### src/rtl/pwm_tb_pkg.sv
package pwm_tb_pkg;
    localparam int CNT_W  = 15;
    localparam int PRE_W  = 6;
    localparam int POST_W = 4;

    typedef enum logic [1:0] {
        TB_FREE    = 2'd0,
        TB_ONESHOT = 2'd1,
        TB_UPDN    = 2'd2,
        TB_UPDN2   = 2'd3
    } tb_mode_e;

    typedef struct packed {
        logic              en;
        logic [POST_W-1:0] post;
        logic [1:0]        pre;
        tb_mode_e          mode;
    } tb_ctl_t;

    function automatic tb_ctl_t unpack_ctl(input logic [15:0] w);
        tb_ctl_t c;
        c.en   = w[15];
        c.post = w[7:4];
        c.pre  = w[3:2];
        c.mode = tb_mode_e'(w[1:0]);
        return c;
    endfunction

    function automatic logic [PRE_W-1:0] pre_limit(input logic [1:0] s);
        return PRE_W'((1 << (2 * s)) - 1);
    endfunction

    function automatic logic is_updn(input tb_mode_e m);
        return (m == TB_UPDN) || (m == TB_UPDN2);
    endfunction
endpackage

### src/rtl/pwm_prescaler.sv
module pwm_prescaler
    import pwm_tb_pkg::*;
(
    input  logic       clk,
    input  logic       rst,
    input  logic       clr,
    input  logic       run,
    input  logic [1:0] sel,
    output logic       tick
);
    logic [PRE_W-1:0] pre_cnt;
    logic [PRE_W-1:0] lim;

    assign lim  = pre_limit(sel);
    assign tick = run && !clr && (pre_cnt == lim);

    always_ff @(posedge clk) begin
        if (rst || clr)
            pre_cnt <= '0;
        else if (run)
            pre_cnt <= (pre_cnt == lim) ? '0 : pre_cnt + 1'b1;
    end

    // a clear leaves no tick in the next cycle unless the divide is 1
    a_r2_clear_restarts: assert property (@(posedge clk) disable iff (rst)
        clr && (sel != 2'd0) |=> !tick);
endmodule

### src/rtl/pwm_count_core.sv
module pwm_count_core
    import pwm_tb_pkg::*;
(
    input  logic             clk,
    input  logic             rst,
    input  logic             tick,
    input  logic             run,
    input  tb_mode_e         mode,
    input  logic             ld_cnt,
    input  logic [CNT_W-1:0] cnt_val,
    input  logic [CNT_W-1:0] per_buf,
    output logic [CNT_W-1:0] cnt,
    output logic             dir,
    output logic [CNT_W-1:0] per_act,
    output logic             match,
    output logic             oneshot_done
);
    logic at_top;
    logic at_bot;

    assign at_top = (cnt >= per_act);
    assign at_bot = (cnt == '0);

    always_comb begin
        match = 1'b0;
        if (tick && !ld_cnt) begin
            if (!is_updn(mode))
                match = at_top;
            else if (!dir)
                match = at_top;
            else
                match = (mode == TB_UPDN2) && at_bot;
        end
    end

    assign oneshot_done = match && (mode == TB_ONESHOT);

    always_ff @(posedge clk) begin
        if (rst) begin
            cnt     <= '0;
            dir     <= 1'b0;
            per_act <= '0;
        end else begin
            if (!run)
                per_act <= per_buf;
            if (ld_cnt) begin
                cnt <= cnt_val;
                dir <= 1'b0;
            end else if (tick) begin
                if (!is_updn(mode)) begin
                    dir <= 1'b0;
                    if (at_top) begin
                        cnt     <= '0;
                        per_act <= per_buf;
                    end else begin
                        cnt <= cnt + 1'b1;
                    end
                end else if (!dir) begin
                    if (at_top) dir <= 1'b1;
                    else        cnt <= cnt + 1'b1;
                end else begin
                    if (at_bot) begin
                        dir     <= 1'b0;
                        per_act <= per_buf;
                    end else begin
                        cnt <= cnt - 1'b1;
                    end
                end
            end
        end
    end

    // counter moves only on a tick or a load
    a_r9_hold_without_tick: assert property (@(posedge clk) disable iff (rst)
        !tick && !ld_cnt |=> $stable(cnt));
    // disabled time base copies the buffer
    a_r9_idle_reload: assert property (@(posedge clk) disable iff (rst)
        !run |=> per_act == $past(per_buf));
    // the counter dwells on the turn tick
    a_r6_turn_dwell: assert property (@(posedge clk) disable iff (rst)
        $rose(dir) |-> cnt == $past(cnt));
endmodule

### src/rtl/pwm_postscaler.sv
module pwm_postscaler
    import pwm_tb_pkg::*;
(
    input  logic              clk,
    input  logic              rst,
    input  logic              clr,
    input  logic              match,
    input  logic [POST_W-1:0] sel,
    output logic              evt
);
    logic [POST_W-1:0] post_cnt;

    always_ff @(posedge clk) begin
        if (rst || clr) begin
            post_cnt <= '0;
            evt      <= 1'b0;
        end else begin
            evt <= 1'b0;
            if (match) begin
                if (post_cnt >= sel) begin
                    post_cnt <= '0;
                    evt      <= 1'b1;
                end else begin
                    post_cnt <= post_cnt + 1'b1;
                end
            end
        end
    end

    // an event pulse is always caused by a match
    a_r11_evt_from_match: assert property (@(posedge clk) disable iff (rst)
        evt |-> $past(match));
endmodule

### src/rtl/pwm_timebase.sv
module pwm_timebase
    import pwm_tb_pkg::*;
(
    input  logic             clk,
    input  logic             rst,
    input  logic             wr_cnt,
    input  logic             wr_ctl,
    input  logic             wr_per,
    input  logic [15:0]      wr_data,
    output logic [CNT_W-1:0] count,
    output logic             count_down,
    output logic [CNT_W-1:0] period,
    output logic             running,
    output logic             event_pulse
);
    tb_ctl_t          ctl;
    logic [CNT_W-1:0] per_buf;
    logic             clr;
    logic             tick;
    logic             match;
    logic             oneshot_done;

    assign clr     = wr_cnt || wr_ctl;
    assign running = ctl.en;

    always_ff @(posedge clk) begin
        if (rst) begin
            ctl     <= '0;
            per_buf <= '0;
        end else begin
            if (wr_ctl)
                ctl <= unpack_ctl(wr_data);
            else if (oneshot_done)
                ctl.en <= 1'b0;
            if (wr_per)
                per_buf <= wr_data[CNT_W-1:0];
        end
    end

    pwm_prescaler u_pre (
        .clk  (clk),
        .rst  (rst),
        .clr  (clr),
        .run  (ctl.en),
        .sel  (ctl.pre),
        .tick (tick)
    );

    pwm_count_core u_core (
        .clk          (clk),
        .rst          (rst),
        .tick         (tick),
        .run          (ctl.en),
        .mode         (ctl.mode),
        .ld_cnt       (wr_cnt),
        .cnt_val      (wr_data[CNT_W-1:0]),
        .per_buf      (per_buf),
        .cnt          (count),
        .dir          (count_down),
        .per_act      (period),
        .match        (match),
        .oneshot_done (oneshot_done)
    );

    pwm_postscaler u_post (
        .clk   (clk),
        .rst   (rst),
        .clr   (clr),
        .match (match),
        .sel   (ctl.post),
        .evt   (event_pulse)
    );

    // control writes keep the counter
    a_r3_ctl_keeps_count: assert property (@(posedge clk) disable iff (rst)
        wr_ctl && !wr_cnt |=> count == $past(count));
    // single-shot stop leaves the counter at zero
    a_r5_oneshot_parks: assert property (@(posedge clk) disable iff (rst)
        $fell(running) && !$past(wr_ctl) |-> count == '0);
endmodule

### config.mk
export PLATFORM = sky130hd
export DESIGN_NAME = pwm_timebase
export DESIGN_NICKNAME = d
export VERILOG_FILES = /design/src/rtl/pwm_tb_pkg.sv /design/src/rtl/pwm_prescaler.sv /design/src/rtl/pwm_count_core.sv /design/src/rtl/pwm_postscaler.sv /design/src/rtl/pwm_timebase.sv
export SDC_FILE = /design/constraint.sdc
export NUM_CORES = 1
export LEC_CHECK = 0
export CORE_ASPECT_RATIO = 0.5
export CORE_MARGIN = 3
export CORE_UTILIZATION = 41
export DETAILED_ROUTE_END_ITERATION = 6
export MAX_ROUTING_LAYER = met4
export PLACE_DENSITY_LB_ADDON = 0.12
export SKIP_LAST_GASP = 1
export SLEW_MARGIN = 20
export SYNTH_ARGS = -nofsm -noshare
export SYNTH_HDL_FRONTEND = slang
export SYNTH_SLANG_ARGS = --single-unit
### constraint.sdc
create_clock -name clk -period 8.3 [get_ports clk]
set_clock_uncertainty 0.15 [all_clocks]
set_input_delay 1.66 -clock clk [delete_from_list [all_inputs] [get_ports clk]]
set_output_delay 1.66 -clock clk [all_outputs]
set_load 0.02 [all_outputs]
==> out/metrics.cfg <==
[run_status]
outcome = complete, no violations

[placement]
dp_hpwl_um = 8952
gp_congestion = 0.9066
place_ws_ns = 3.849
placedCellCount = 670
placed_cell_area_um2 = 4700
numPortBuffers = 53

[critical_path]
rrSetupSlack_ns = 4.61
startpoint = wr_ctl
critPathBufInv = 1
slowest_stage = clkdlybuf4s50_1
crit_family = simple AND/OR/NAND/NOR gates
r2r-end = u_core.cnt[10]
r2r_start = u_core.cnt[8]
crit_fanout = 14
endpoint = u_core.cnt[10]
start_kind = primary input
worstRegToRegCells = 7
crit_cells = 6
path_cells = clkdlybuf4s50_1 > nor3_1 > o311a_1 > o2111ai_1 > or4_1 > o211ai_1
cp.required_ns = 8.41
crit_arrival_ns = 4.25
path_class = in2reg
endpoint_kind = register
max_stage_delay_ns = 0.79

[detailed_routing]
drc_errors = 0
routedWlPerCell_um = 17.95
dr.pass1.iters = 5
vias = 3875
vias_per_cell = 5.640
drt_iter0_markers = 318
postRouteAntennaNets = 0
wirelength_um = 12330

[global_routing]
grt_pass1_wl_um = 19510
gr-total-overflow = 0
grt_max_degree = 38
grt_pass1_vias = 3542
antenna_found_initial = 1
grt_use_total_pct = 22.52

[sta]
drv_slew = 0
fin_hold_ws_ns = 0.3011
finalSetupViolCount = 0
period_share_pct = 49.85
tns_ns = 0
rsz0062_at_grt = false
fmax_mhz = 241.7
setup_slack_ns = 4.163
hold_viol_final = 0
post-route-min-period_ns = 4.137
max_slew_margin_pct = 23.17
tightest_slew_ns = 1.142

[floorplan]
ioPinCount = 54
core-area_um2 = 9603
die_y_um = 76.76
start_util_pct = 42.75
dieArea_um2 = 11320
dieWidth_um = 147.5
rows = 25

[finish]
syn2layout_area_growth_pct = 21.97
drive_above_1_share_pct = 5.082
stdcell_area_um2 = 5007
utilization_pct = 52.14
fin_cells = 687
nets = 592

[pwr]
leakage_nw = 1.853
power.density_nw_per_um2 = 183.3
finalPower_uw = 917.9
ir_drop_mv = 0.09950

[yosys]
synth_top_area_share_pct = 32.19
post-synth-top-area-cell = dfxtp_1
async_flop_share_pct = 0
syn_nets = 555
synth.avg_cell_area_um2 = 8.065
synthFlopType = dfxtp_1
synth.cell_area_um2 = 4105
synth_edf_count = 0
yosys-top-cells-area = dfxtp_1 (32%), mux2i_1 (10%), ha_1 (7.6%), nor2_1 (5.9%), nand2_1 (5.3%)
yosysSeqAreaShare_pct = 32.19
postSynthCellCount = 509
ys_ff_latch = 66
yosys_warnings = 0
ys_types = 65

[clock_network]
clock_sinks = 66
cts_max_level = 3
clock_path_buffers = 2
post_cts_buffers = 0
cts_tree = yes
cts_resized = 0
worstSkewPairLatency_ns = 0.34
ctsHoldBuffers = 0
root_buffer = clkbuf_16
clk_pin_slew_ns = 0.05
cts-buffers-inserted = 9

[job]
maxCapViolCount = 0

[hold_path]
min_path_type = reg2reg

## how the worst min path moves through the flow
stage               startpoint           endpoint  cells after the start
global placement    per_buf[3]  u_core.per_act[3]                      2
floorplan           per_buf[0]  u_core.per_act[0]                      2
global route        per_buf[4]  u_core.per_act[4]                      2
detailed placement  per_buf[1]  u_core.per_act[1]                      2
finish              per_buf[1]  u_core.per_act[1]                      2
CTS                 per_buf[1]  u_core.per_act[1]                      2
## sequential cells by signal, indices dropped and copies added, names as in the netlist
register / cells
u_post.post_cnt: 4
u_pre.pre_cnt: 6
per_buf: 15
running: 1
u_post.evt: 1
u_core.per_act: 15
ctl: 8
u_core.cnt: 15
u_core.dir: 1
## layout make-up
| cell class | instances | area, um^2 |
|---|---|---|
| well taps | 135 | 168.9 |
| flip-flops and latches | 66 | 1321 |
| diodes | 1 | 2.502 |
| fillers | 955 | 4596 |
| multi-input cells | 381 | 2536 |
| clock inverters | 6 | 66.31 |
| clock buffers | 10 | 239.0 |
| inverters | 32 | 120.1 |
| repair buffers | 56 | 553.0 |
## worst register-to-register path: cells and delay by family, from the launching register on
kind	cells	cell delay [ns]
flip-flops	1	0.64
AND/OR/NAND/NOR	1	0.66
AO/OA/AOI/OAI	5	1.83
adder cells (fa/ha/maj)	1	0.34
## routing by layer
| layer | wire length (um) | up-vias | global-route usage, % |
|---|---|---|---|
| met1 | 6115 | 1816 | 33.30 |
| li1 | - | 1901 | - |
| met2 | 4962 | 139 | 29.28 |
| met4 | 150 | 0 | 5.948 |
| met3 | 1104 | 19 | 6.671 |
| met5 | 0 | - | - |
## where the power goes
part | internal (mW) | total [mW] | switching, mW | leakage [nW]
clock network | 0.240 | 0.390 | 0.150 | 0.141
registers | 0.332 | 0.356 | 0.0237 | 0.542
logic | 0.0711 | 0.172 | 0.101 | 1.17
## Yosys cell counts, drive strengths merged (6+ instances only)
| library cell | n |
|---|---|
| nand2 | 58 |
| nand3 | 13 |
| o211ai | 6 |
| ha | 25 |
| o21ai | 16 |
| buf | 7 |
| nor2 | 65 |
| nand4 | 9 |
| dfxtp | 66 |
| nor4 | 8 |
| a21oi | 25 |
| clkbuf | 23 |
| inv | 31 |
| nor3 | 12 |
| and3 | 6 |
| xnor2 | 9 |
| xor2 | 7 |
| mux2i | 43 |
## cell usage in the layout (no fill, tap or decap), drive strengths merged, types with 3 or more instances in the layout
cell / instances
mux2i: 43
clkbuf: 10
buf: 3
nor2: 65
a21oi: 25
ha: 25
or3: 5
o211ai: 6
or4: 5
o22ai: 5
inv: 31
a2111oi: 4
a211oi: 5
clkdlybuf4s50: 53
nand2b: 5
nor3: 12
xor2: 7
nand4: 9
o311ai: 3
o221ai: 4
nand2: 58
o31ai: 4
nand3: 13
clkinvlp: 3
xnor2: 9
dfxtp: 66
a31oi: 3
clkinv: 3
and3: 6
nor4: 8
o21ai: 16
a41oi: 3
## cell families after synthesis
group	Yosys count	synth area share [%]
adders and majority gates	25	7.620
xor gates and xnor gates	16	3.414
buffers and inverters	62	6.035
AOI/OAI and AO/OA	99	17.53
muxes	43	10.48
and+or+nand+nor	198	22.74
DFF	66	32.19
No activity file was read; power rests on OpenSTA's default activity.
